`config.mk`:
```
export PLATFORM = sky130hd
export DESIGN_NAME = rtc_prescaler
export DESIGN_NICKNAME = d
export VERILOG_FILES = /design/src/rtl/rtc_pre_pkg.sv /design/src/rtl/rtc_pre_ctrl.sv /design/src/rtl/rtc_pre_chain.sv /design/src/rtl/rtc_pre_rate.sv /design/src/rtl/rtc_pre_flags.sv /design/src/rtl/rtc_prescaler.sv
export SDC_FILE = /design/constraint.sdc
export NUM_CORES = 1
export LEC_CHECK = 0
export CAP_MARGIN = 20
export CORE_MARGIN = 5
export CORE_UTILIZATION = 40
export CTS_CLUSTER_DIAMETER = 60
export DETAILED_ROUTE_END_ITERATION = 16
export GPL_TIMING_DRIVEN = 1
export RECOVER_POWER = 25
export SYNTH_ARGS = -nofsm -noshare
export SYNTH_HDL_FRONTEND = slang
export SYNTH_HIERARCHICAL = 1
export SYNTH_SLANG_ARGS = --single-unit
```
`constraint.sdc`:
```
create_clock -name clk -period 3.6 [get_ports clk]
set_clock_uncertainty 0.05 [all_clocks]
set_input_delay 0.36 -clock clk [delete_from_list [all_inputs] [get_ports clk]]
set_output_delay 0.36 -clock clk [all_outputs]
set_load 0.005 [all_outputs]
```
`src/rtl/rtc_pre_pkg.sv`:
```
package rtc_pre_pkg;

  typedef enum logic [1:0] {
    CHAIN_RUN,
    CHAIN_HOLD,
    CHAIN_STOP
  } chain_mode_t;

  localparam logic [2:0] SEL_RUN  = 3'b010;
  localparam logic [2:0] SEL_HOLD = 3'b111;

  function automatic chain_mode_t decode_mode(input logic [2:0] sel);
    if (sel == SEL_RUN)       return CHAIN_RUN;
    else if (sel == SEL_HOLD) return CHAIN_HOLD;
    else                      return CHAIN_STOP;
  endfunction

  // Divide exponent for a rate code; 0 means no periodic output.
  function automatic int rate_exp(input logic [3:0] code, input int max_e);
    int e;
    case (code)
      4'd0:    e = 0;
      4'd1:    e = 7;
      4'd2:    e = 8;
      default: e = int'(code) - 1;
    endcase
    if (e > max_e) e = max_e;
    return e;
  endfunction

endpackage

```
`src/rtl/rtc_pre_ctrl.sv`:
```
module rtc_pre_ctrl #(
  parameter int SEL_W = 3,
  parameter int RATE_W = 4,
  parameter logic [SEL_W-1:0] RST_SEL = 3'b010,
  parameter logic [RATE_W-1:0] RST_RATE = 4'd6
) (
  input  logic                    clk,
  input  logic                    rst,
  input  logic                    we,
  input  logic [SEL_W+RATE_W-1:0] wdata,
  output logic [SEL_W-1:0]        sel,
  output logic [RATE_W-1:0]       rate
);
  always_ff @(posedge clk) begin
    if (rst) begin
      sel  <= RST_SEL;
      rate <= RST_RATE;
    end else if (we) begin
      sel  <= wdata[SEL_W+RATE_W-1:RATE_W];
      rate <= wdata[RATE_W-1:0];
    end
  end
endmodule

```
`src/rtl/rtc_pre_chain.sv`:
```
module rtc_pre_chain
  import rtc_pre_pkg::*;
#(
  parameter int DIV_W = 15,
  parameter int UIP_LEAD = 8
) (
  input  logic               clk,
  input  logic               rst,
  input  logic               tick,
  input  chain_mode_t        mode,
  output logic [DIV_W-1:0]   cnt,
  output logic               adv,
  output logic               upd_pulse,
  output logic               uip
);
  localparam logic [DIV_W-1:0] CNT_HALF = {1'b1, {(DIV_W-1){1'b0}}};
  localparam logic [DIV_W-1:0] CNT_LAST = '1;
  localparam logic [DIV_W-1:0] CNT_UIP  = CNT_LAST - DIV_W'(UIP_LEAD - 1);

  logic [DIV_W-1:0] cnt_d;
  logic             wrap;

  assign adv  = tick && (mode == CHAIN_RUN);
  assign wrap = adv && (cnt == CNT_LAST);

  always_comb begin
    cnt_d = cnt;
    if (mode == CHAIN_HOLD) cnt_d = CNT_HALF;
    else if (adv)           cnt_d = cnt + 1'b1;
  end

  always_ff @(posedge clk) begin
    if (rst) begin
      cnt       <= CNT_HALF;
      upd_pulse <= 1'b0;
      uip       <= 1'b0;
    end else begin
      cnt       <= cnt_d;
      upd_pulse <= wrap;
      uip       <= (cnt_d >= CNT_UIP);
    end
  end


  upd_one_cycle_chk: assert property (@(posedge clk) disable iff (rst)
    upd_pulse |=> !upd_pulse);

  uip_low_on_upd_chk: assert property (@(posedge clk) disable iff (rst)
    upd_pulse |-> !uip);

  uip_before_upd_chk: assert property (@(posedge clk) disable iff (rst)
    $rose(upd_pulse) |-> $past(uip));

  hold_half_chk: assert property (@(posedge clk) disable iff (rst)
    (mode == CHAIN_HOLD) |=> (cnt == CNT_HALF));

  no_tick_chk: assert property (@(posedge clk) disable iff (rst)
    !tick |=> !upd_pulse);

  stop_no_upd_chk: assert property (@(posedge clk) disable iff (rst)
    (mode == CHAIN_STOP) |=> !upd_pulse);
endmodule

```
`src/rtl/rtc_pre_rate.sv`:
```
module rtc_pre_rate
  import rtc_pre_pkg::*;
#(
  parameter int DIV_W = 15,
  parameter int RATE_W = 4
) (
  input  logic              clk,
  input  logic              rst,
  input  logic [DIV_W-1:0]  cnt,
  input  logic              adv,
  input  logic [RATE_W-1:0] rate,
  output logic              per_evt
);
  localparam int MAX_E = DIV_W - 1;

  logic [MAX_E:1] low_ones;
  logic           hit;
  int             e_sel;

  for (genvar g = 1; g <= MAX_E; g++) begin : g_tap
    assign low_ones[g] = &cnt[g-1:0];
  end

  always_comb begin
    e_sel = rate_exp(rate, MAX_E);
    hit   = 1'b0;
    for (int g = 1; g <= MAX_E; g++) begin
      if (e_sel == g) hit = low_ones[g];
    end
  end

  assign per_evt = adv && (rate != '0) && hit;


  rate_off_chk: assert property (@(posedge clk) disable iff (rst)
    (rate == '0) |-> !per_evt);

  per_needs_adv_chk: assert property (@(posedge clk) disable iff (rst)
    per_evt |-> adv);
endmodule

```
`src/rtl/rtc_pre_flags.sv`:
```
module rtc_pre_flags (
  input  logic clk,
  input  logic rst,
  input  logic per_evt,
  input  logic upd_evt,
  input  logic clr,
  input  logic per_en,
  input  logic upd_en,
  output logic per_flag,
  output logic upd_flag,
  output logic irq
);
  logic per_d, upd_d;

  assign per_d = per_evt || (per_flag && !clr);
  assign upd_d = upd_evt || (upd_flag && !clr);

  always_ff @(posedge clk) begin
    if (rst) begin
      per_flag <= 1'b0;
      upd_flag <= 1'b0;
      irq      <= 1'b0;
    end else begin
      per_flag <= per_d;
      upd_flag <= upd_d;
      irq      <= (per_d && per_en) || (upd_d && upd_en);
    end
  end


  per_set_chk: assert property (@(posedge clk) disable iff (rst)
    per_evt |=> per_flag);

  clr_chk: assert property (@(posedge clk) disable iff (rst)
    (clr && !per_evt && !upd_evt) |=> (!per_flag && !upd_flag));

  irq_match_chk: assert property (@(posedge clk) disable iff (rst)
    irq == ((per_flag && $past(per_en)) || (upd_flag && $past(upd_en))));
endmodule

```
`src/rtl/rtc_prescaler.sv`:
```
module rtc_prescaler
  import rtc_pre_pkg::*;
#(
  parameter int DIV_W = 15,
  parameter int UIP_LEAD = 8,
  parameter int SEL_W = 3,
  parameter int RATE_W = 4,
  parameter logic [SEL_W-1:0] RST_SEL = 3'b010,
  parameter logic [RATE_W-1:0] RST_RATE = 4'd6
) (
  input  logic                    clk,
  input  logic                    rst,
  input  logic                    tick_32k,
  input  logic                    ctl_we,
  input  logic [SEL_W+RATE_W-1:0] ctl_wdata,
  output logic [SEL_W+RATE_W-1:0] ctl_rdata,
  input  logic                    per_en,
  input  logic                    upd_en,
  input  logic                    flag_clr,
  output logic                    upd_pulse,
  output logic                    uip,
  output logic                    per_flag,
  output logic                    upd_flag,
  output logic                    irq
);
  logic [SEL_W-1:0]  sel;
  logic [RATE_W-1:0] rate;
  logic [DIV_W-1:0]  cnt;
  logic              adv;
  logic              per_evt;
  logic              wrap_evt;
  chain_mode_t       mode;

  rtc_pre_ctrl #(
    .SEL_W(SEL_W), .RATE_W(RATE_W), .RST_SEL(RST_SEL), .RST_RATE(RST_RATE)
  ) u_ctrl (
    .clk(clk), .rst(rst), .we(ctl_we), .wdata(ctl_wdata),
    .sel(sel), .rate(rate)
  );

  assign mode      = decode_mode(sel);
  assign ctl_rdata = {sel, rate};

  rtc_pre_chain #(.DIV_W(DIV_W), .UIP_LEAD(UIP_LEAD)) u_chain (
    .clk(clk), .rst(rst), .tick(tick_32k), .mode(mode),
    .cnt(cnt), .adv(adv), .upd_pulse(upd_pulse), .uip(uip)
  );

  rtc_pre_rate #(.DIV_W(DIV_W), .RATE_W(RATE_W)) u_rate (
    .clk(clk), .rst(rst), .cnt(cnt), .adv(adv), .rate(rate),
    .per_evt(per_evt)
  );

  assign wrap_evt = adv && (cnt == '1);

  rtc_pre_flags u_flags (
    .clk(clk), .rst(rst), .per_evt(per_evt), .upd_evt(wrap_evt),
    .clr(flag_clr), .per_en(per_en), .upd_en(upd_en),
    .per_flag(per_flag), .upd_flag(upd_flag), .irq(irq)
  );


  upd_flag_follows_chk: assert property (@(posedge clk) disable iff (rst)
    upd_pulse |-> upd_flag);
endmodule

```
==> results of run 1 <==
==> cells by family (layout without fill, tap and decap cells) <==
group	count (synthesis)	in the layout	synth area share
AO/OA/AOI/OAI	50	50	0.1902
multiplexers	5	5	0.02826
adder cells (fa/ha/maj)	4	4	0.02757
flip-flops	27	27	0.2977
buffers and inverters	20	40	0.05306
XOR/XNOR	13	13	0.06272
AND/OR/NAND/NOR	106	106	0.3405
==> how the worst max path moves through the flow <==
| stage | from | cells after the start | end | slack (ps) |
|---|---|---|---|---|
| global route | u_ctrl/rate[0] | 11 | u_flags/irq | 440 |
| floorplan | u_ctrl/rate[0] | 12 | u_flags/irq | 890 |
| detailed placement | u_ctrl/rate[0] | 11 | u_flags/irq | 720 |
| finish | u_ctrl/rate[0] | 11 | u_flags/irq | 690 |
| CTS | u_ctrl/rate[0] | 11 | u_flags/irq | 690 |
| global placement | u_ctrl/rate[0] | 11 | u_flags/irq | 830 |
==> cell usage in the layout (no fill, tap or decap), types with 3 or more instances in the layout <==
master and instances:
nor2b_2 3, dfxtp_1 27, inv_1 11, nor4_1 4, nor3_1 5, o211ai_1 3
nand4_1 12, nand4b_1 3, nand2b_1 4, xor2_1 5, mux2i_1 4, clkbuf_8 3
nand3_1 6, nor2_1 29, xnor2_1 8, and2_1 3, a211o_1 5, o21ai_0 5
nand2_1 14, ha_1 4, a211oi_1 3, a21oi_1 17, clkdlybuf4s50_1 24, nor4_2 3
==> final cells by class <==
class | instances | share of cell area
timing repair buffer | 25 | 0.1180
sequential | 27 | 0.2549
tap | 52 | 0.03068
clock buffer | 4 | 0.02124
inverter | 11 | 0.01947
multi-input combinational | 178 | 0.5558
==> stage by stage <==
step	instances	total power, mW	area [um2]	hold slack, ps	worst slack (ps)
global placement	293	0.4444	2076	442.9	830.9
global route	297	0.6416	2121	478.6	436.2
detailed placement	293	0.4445	2076	442.6	718.0
CTS	297	0.6172	2121	459.2	693.4
floorplan	225	0.4032	1815	382.4	889.3
finish	297	0.6134	2121	453.8	690.2
==> sequential cells by signal (all words and copies together), names as in the netlist <==
name and flops:
u_flags/upd_flag 1, u_chain/uip 1, u_chain/upd_pulse 1, u_chain/cnt 15, u_ctrl/sel 3, u_ctrl/rate 4
u_flags/per_flag 1, u_flags/irq 1
==> power breakdown <==
| part | internal [mW] | switching (mW) | total (mW) |
|---|---|---|---|
| registers | 0.307 | 0.0180 | 0.325 |
| clock network | 0.0794 | 0.0959 | 0.175 |
| logic | 0.0571 | 0.0563 | 0.113 |
| total | 0.443 | 0.170 | 0.613 |
==> per-layer routing <==
layer  global-route usage  part of all wire  vias up
li1                     -                 -      864
met1               0.2124              0.49      801
met2               0.2382              0.47       32
met3              0.02315             0.034        4
met4              0.03093            0.0072        0
met5                    0                 0        -
==> synth_stat cells (all sizes together), types with 3 or more instances <==
cell type / n
xnor2: 8
nor2b: 5
inv: 11
mux2i: 4
dfxtp: 27
or2: 3
nand4b: 3
clkbuf: 5
nor3: 6
o211ai: 3
ha: 4
o21ai: 5
nand3: 6
buf: 4
a211oi: 4
a21oi: 18
nor2: 30
and2: 3
nor4: 7
nand2b: 4
xor2: 5
nand4: 12
nand2: 15
a211o: 5
==> worst reg2reg max path: cells and delay by family (launching register included) <==
kind / cells / cell delay [ps]
DFF: 1 / 550
and+or+nand+nor: 1 / 300
AOI/OAI and AO/OA: 7 / 1440
adders and majority gates: 1 / 320
buffers and inverters: 2 / 200
==> results.md, run 1 <==
* DRC errors left at 0
* Syn_nets at 243
* Pre-antenna DRT Iters at 4
* Fin crit period at 2910 ps
* Critical path's top delay family: compound AO/OA/AOI/OAI gates
* Width of the die at 77.37 um
* Hold_sp: u_flags/upd_flag
* Vias in the first global route at 1,551
* H-Tree Depth at 1
* Final WL at 4.440 mm
* Max-cap viol count at 0
* Reg-to-Reg End: u_flags/irq
* Layout cell share with drive strength beyond 1 at 0.07755
* Total gr overflow at 0
* Least-Margin Pin Slew at 606.4 ps
* Antenna-violating nets left at 0
* Final setup fails at 0
* CTS max path bufs at 2
* Reg area at 540.5 um2
* Die Height at 77.37 um
* Multi-input gate area at 1179 um2
* Main area contributors after synthesis: dfxtp_1 (30%), nor2_1 (6.0%), a21oi_1 (4.7%)
* R2R cell count at 11
* Setup Fix Bufs, Post-CTS at 0
* CP max-delay cell: dfxtp_1
* Final hold vios at 0
* Syn Area/Cell at 8.069 um2
* Lkg Pwr at 0.6985 nW
* Most frequent CP cell: inv_1
* Mapped Area at 1815 um2
* Post-synth top flop: dfxtp_1
* WL per Instance at 14.95 um
* Period utilisation layout at 0.8083
* Peak supply drop at 106.0 uV
* FF-to-FF setup slack at 690 ps
* R2r startpoint: u_ctrl/rate[0]
* Final #Nets at 264
* Cts hold-fix bufs at 0
* CTS tree: built
* Mapped Cells at 225
* Max FO, Critical Path at 11
* Post-synth EDFFs at 0
* Largest stage delay on the critical path at 550 ps
* Critical path data required time at 3780 ps
* Vias at 1,701
* Clock buffer count from CTS at 3
* Sum Neg Setup Slack at 0 ps
* Util after Layout at 0.4837
* Root Buffer: clkbuf_8
* Hold Path Sink: u_flags/upd_flag
* Fmax at 343.7 MHz
* Min-delay worst type: register to register
* Worst hold stages at 2
* Port bufs at 25
* Fin. max-slew vios at 0
* Area Growth Syn to Fin at 16.82%
* CP endpoint kind: register
* Largest net degree at the start of global routing at 15
* Crit path launch type: register
* Core Rows at 24
* Status: complete, no violations
* Top Ports at 26
* Die area at 5986 um2
* Distinct cells, synth at 59
* # fillers at 440
* CTS clk-pin slew, worst paths at 100 ps
* Via density at 5.727
* Starting density of the core at 0.4141
* Sequential share of the synthesized area at 0.2977
* First-pass GRT wire length at 7.534 mm
* PwrDens at 289.2 nW/um2
* Core Area at 4384 um2
* Antenna violations before repair at 0
* Yosys warns at 6
* Global router's overall resource usage at 0.1489
* RSZ-0062 raised after global routing: false
* Synth Register Bits at 27
* Placer Congestion at 0.8977
* Cells along the critical path: inv_1 -> ha_1 -> or2_4 -> a21oi_2 -> o2111ai_1 -> a211o_1 -> a32o_1 -> a211oi_2 -> inv_1 -> a21oi_1 -> a22o_1
* DPL Wire Length at 3.193 mm
* Worst-Skew Late Latency at 280 ps
* Max-slew headroom at 0.5945
* Post-synth top area cell: dfxtp_1
* ANT cells at 0
* # clock sinks at 27
* Async S/R FF share, synth at 0
* CP arrival at 3090 ps
* Cts repair resizes at 0
* Critical path type: register to register
* Bufs and invs on worst path at 2
* 1st-iter DRT viols at 96
* Top cell type's share of synthesized area at 0.2977
(Power assumes the default switching activity.)
==> run 2: changes to the inputs <==
Clock period 3.6 ns to 3 ns, I/O delays scaled along.
==> run 2 against run 1 <==
Net effect: sequential share of layout area down 0.27 points; register-to-register slack worse by 290 ps; maximum frequency up 12%; combinational power up 29%; via count up 0.94%; first-iteration DRC count unchanged; critical endpoint unchanged; total power up 19%.
==> results.md, run 2 (synthesis gave the netlist of run 1 again) <==
* Fin. max-slew vios at 0 (unchanged)
* Hold Path Sink: u_flags/upd_flag
* Placer Congestion at 0.8480 (-5.5%)
* Finished Cell Area at 2143 um2 (+1.1%)
* Min-delay worst type: register to register
* Vias in the first global route at 1,679 (+8.3%)
* Final hold vios at 0 (unchanged)
* Largest net degree at the start of global routing at 15 (unchanged)
* Worst-Skew Late Latency at 270 ps (about the same)
* Reg with most FFs: u_chain/cnt
* Port bufs at 25 (unchanged)
* First-pass GRT wire length at 7.859 mm (+4.3%)
* Layout cell share with drive strength beyond 1 at 0.08871 (+0.01116)
* Period utilisation layout at 0.8675 (+0.05927)
* Total chip power at 0.7322 mW (+19%)
* PwrDens at 341.6 nW/um2 (+18%)
* Util after Layout at 0.4889 (+0.005137)
* Commonest non-fill, non-tap cell in the layout: nor2_1
* Combinational power share at 0.199 (+0.014)
* WL per Instance at 14.87 um (-0.55%)
* ANT cells at 0 (unchanged)
* Die Height at 77.37 um (unchanged)
* Critical path type: register to register
* RSZ-0062 raised after global routing: false
* DRC errors left at 0 (unchanged)
* # clock sinks at 27 (unchanged)
* R2R cell count at 11 (unchanged)
* CP arrival at 2770 ps (-320 ps)
* Psw at 0.1979 mW (+16%)
* Critical path data required time at 3170 ps (-610 ps)
* Sw Ratio at 0.2703 (-0.007323)
* Peak supply drop at 158.8 uV (+50%)
* CP endpoint kind: register
* Flop pwr share at 0.525 (-0.004)
* Final #Nets at 267 (+1.1%)
* Die area at 5986 um2 (unchanged)
* Cts repair resizes at 0 (unchanged)
* DPL Wire Length at 3.268 mm (+2.4%)
* Core Rows at 24 (unchanged)
* Fin crit period at 2603 ps (-307.1 ps)
* Status: complete, no violations
* Crit path launch type: register
* Hold_sp: u_flags/upd_flag
* Starting density of the core at 0.4141 (unchanged)
* Vias at 1,717 (+0.94%)
* Power Internal at 0.5343 mW (+21%)
* # fillers at 438 (-0.45%)
* Clock power share at 0.276 (-0.010)
* Cts hold-fix bufs at 0 (unchanged)
* Top Ports at 26 (unchanged)
* Sum Neg Setup Slack at 0 ps (unchanged)
* Max FO, Critical Path at 8 (-3)
* Core Area at 4384 um2 (unchanged)
* Total gr overflow at 0 (unchanged)
* Max-cap viol count at 0 (unchanged)
* Final setup fails at 0 (unchanged)
* Fmax at 384.2 MHz (+12%)
* CTS tree: built
* Root Buffer: clkbuf_8
* Largest register FFs at 15 (unchanged)
* CTS max path bufs at 2 (unchanged)
* Area Growth Syn to Fin at 18.06%
* FF-to-FF setup slack at 400 ps (-290 ps)
* Antenna-violating nets left at 0 (unchanged)
* H-Tree Depth at 1 (unchanged)
* Lkg Pwr at 0.7144 nW (+2.3%)
* Worst hold stages at 2 (unchanged)
* Reg-to-Reg End: u_flags/irq
* Largest registers: u_chain/cnt (15), u_ctrl/rate (4), u_ctrl/sel (3)
* 1st-iter DRT viols at 96 (unchanged)
* Cell Area, Placed at 2098 um2 (+1.1%)
* Final WL at 4.460 mm (+0.45%)
* Pre-antenna DRT Iters at 4 (unchanged)
* R2r startpoint: u_ctrl/rate[1]
* CTS clk-pin slew, worst paths at 90 ps (about the same)
* Final std cells w/o fill at 300 (+1.0%)
* Max-slew headroom at 0.5919 (-0.002563)
* Most frequent cells in the layout: nor2_1 (29), dfxtp_1 (27), clkdlybuf4s50_1 (24), a21oi_1 (17), nand2_1 (14)
* Placed insts at 296 (+1.0%)
* Global router's overall resource usage at 0.1553 (+0.006346)
* Antenna violations before repair at 0 (unchanged)
* Clock buffer count from CTS at 3 (unchanged)
* Setup Fix Bufs, Post-CTS at 0 (unchanged)
* Width of the die at 77.37 um (unchanged)
* Least-Margin Pin Slew at 610.2 ps (+3.832 ps)
* Via density at 5.723 (about the same)
==> run 2: cell type report <==
cell class	count	area, um2	area share
clock buffer	4	45.04	0.02102
timing repair buffer	28	272.8	0.1273
tap	52	65.06	0.03036
inverter	11	41.29	0.01926
sequential	27	540.5	0.2522
multi-input combinational	178	1179	0.5499
==> run 2: layer usage <==
| layer | routed length, um | global-route usage | share of wire | up-vias |
|---|---|---|---|---|
| li1 | - | - | - | 871 |
| met1 | 2058 | 0.2146 | 0.46 | 805 |
| met2 | 2092 | 0.2475 | 0.47 | 37 |
| met3 | 247 | 0.02546 | 0.055 | 4 |
| met4 | 63 | 0.04811 | 0.014 | 0 |
| met5 | 0 | 0 | 0 | - |
==> run 2: worst max-delay path, stage by stage (launching register included) <==
cell	delay (ps)
dfxtp_1	420
inv_1	90
ha_1	270
or2_4	300
a21oi_2	160
o2111ai_1	110
a211o_1	330
a32o_1	260
a211oi_2	200
inv_1	60
a21oi_1	160
a22o_1	160
==> run 2: worst max-delay path by stage <==
stage | startpoint | to | slack [ps] | cells past startpoint
finish | u_ctrl/rate[1] | u_flags/irq | 400 | 11
global route | u_ctrl/rate[1] | u_flags/irq | 150 | 10
CTS | u_ctrl/rate[1] | u_flags/irq | 390 | 11
detailed placement | tick_32k | u_chain/uip | 390 | 6
global placement | tick_32k | u_chain/uip | 390 | 6
floorplan | u_ctrl/rate[0] | u_flags/irq | 290 | 12
==> run 2: power groups by stage <==
stage               Combinational, mW  Sequential [mW]  Clock [mW]
global route                    0.162            0.387       0.227
floorplan                      0.0940            0.390           0
detailed placement              0.145            0.393           0
global placement                0.146            0.392           0
CTS                             0.145            0.384       0.213
finish                          0.146            0.384       0.202
==> run 2: through the flow <==
stage                     hold WS (ps)  worst slack (ps)
after floorplan                  322.4             289.3
after global placement           442.7             394.9
after detailed placement         444.0             395.0
after CTS                        459.1             391.4
after global routing             463.9             152.1
final                            453.8             397.4
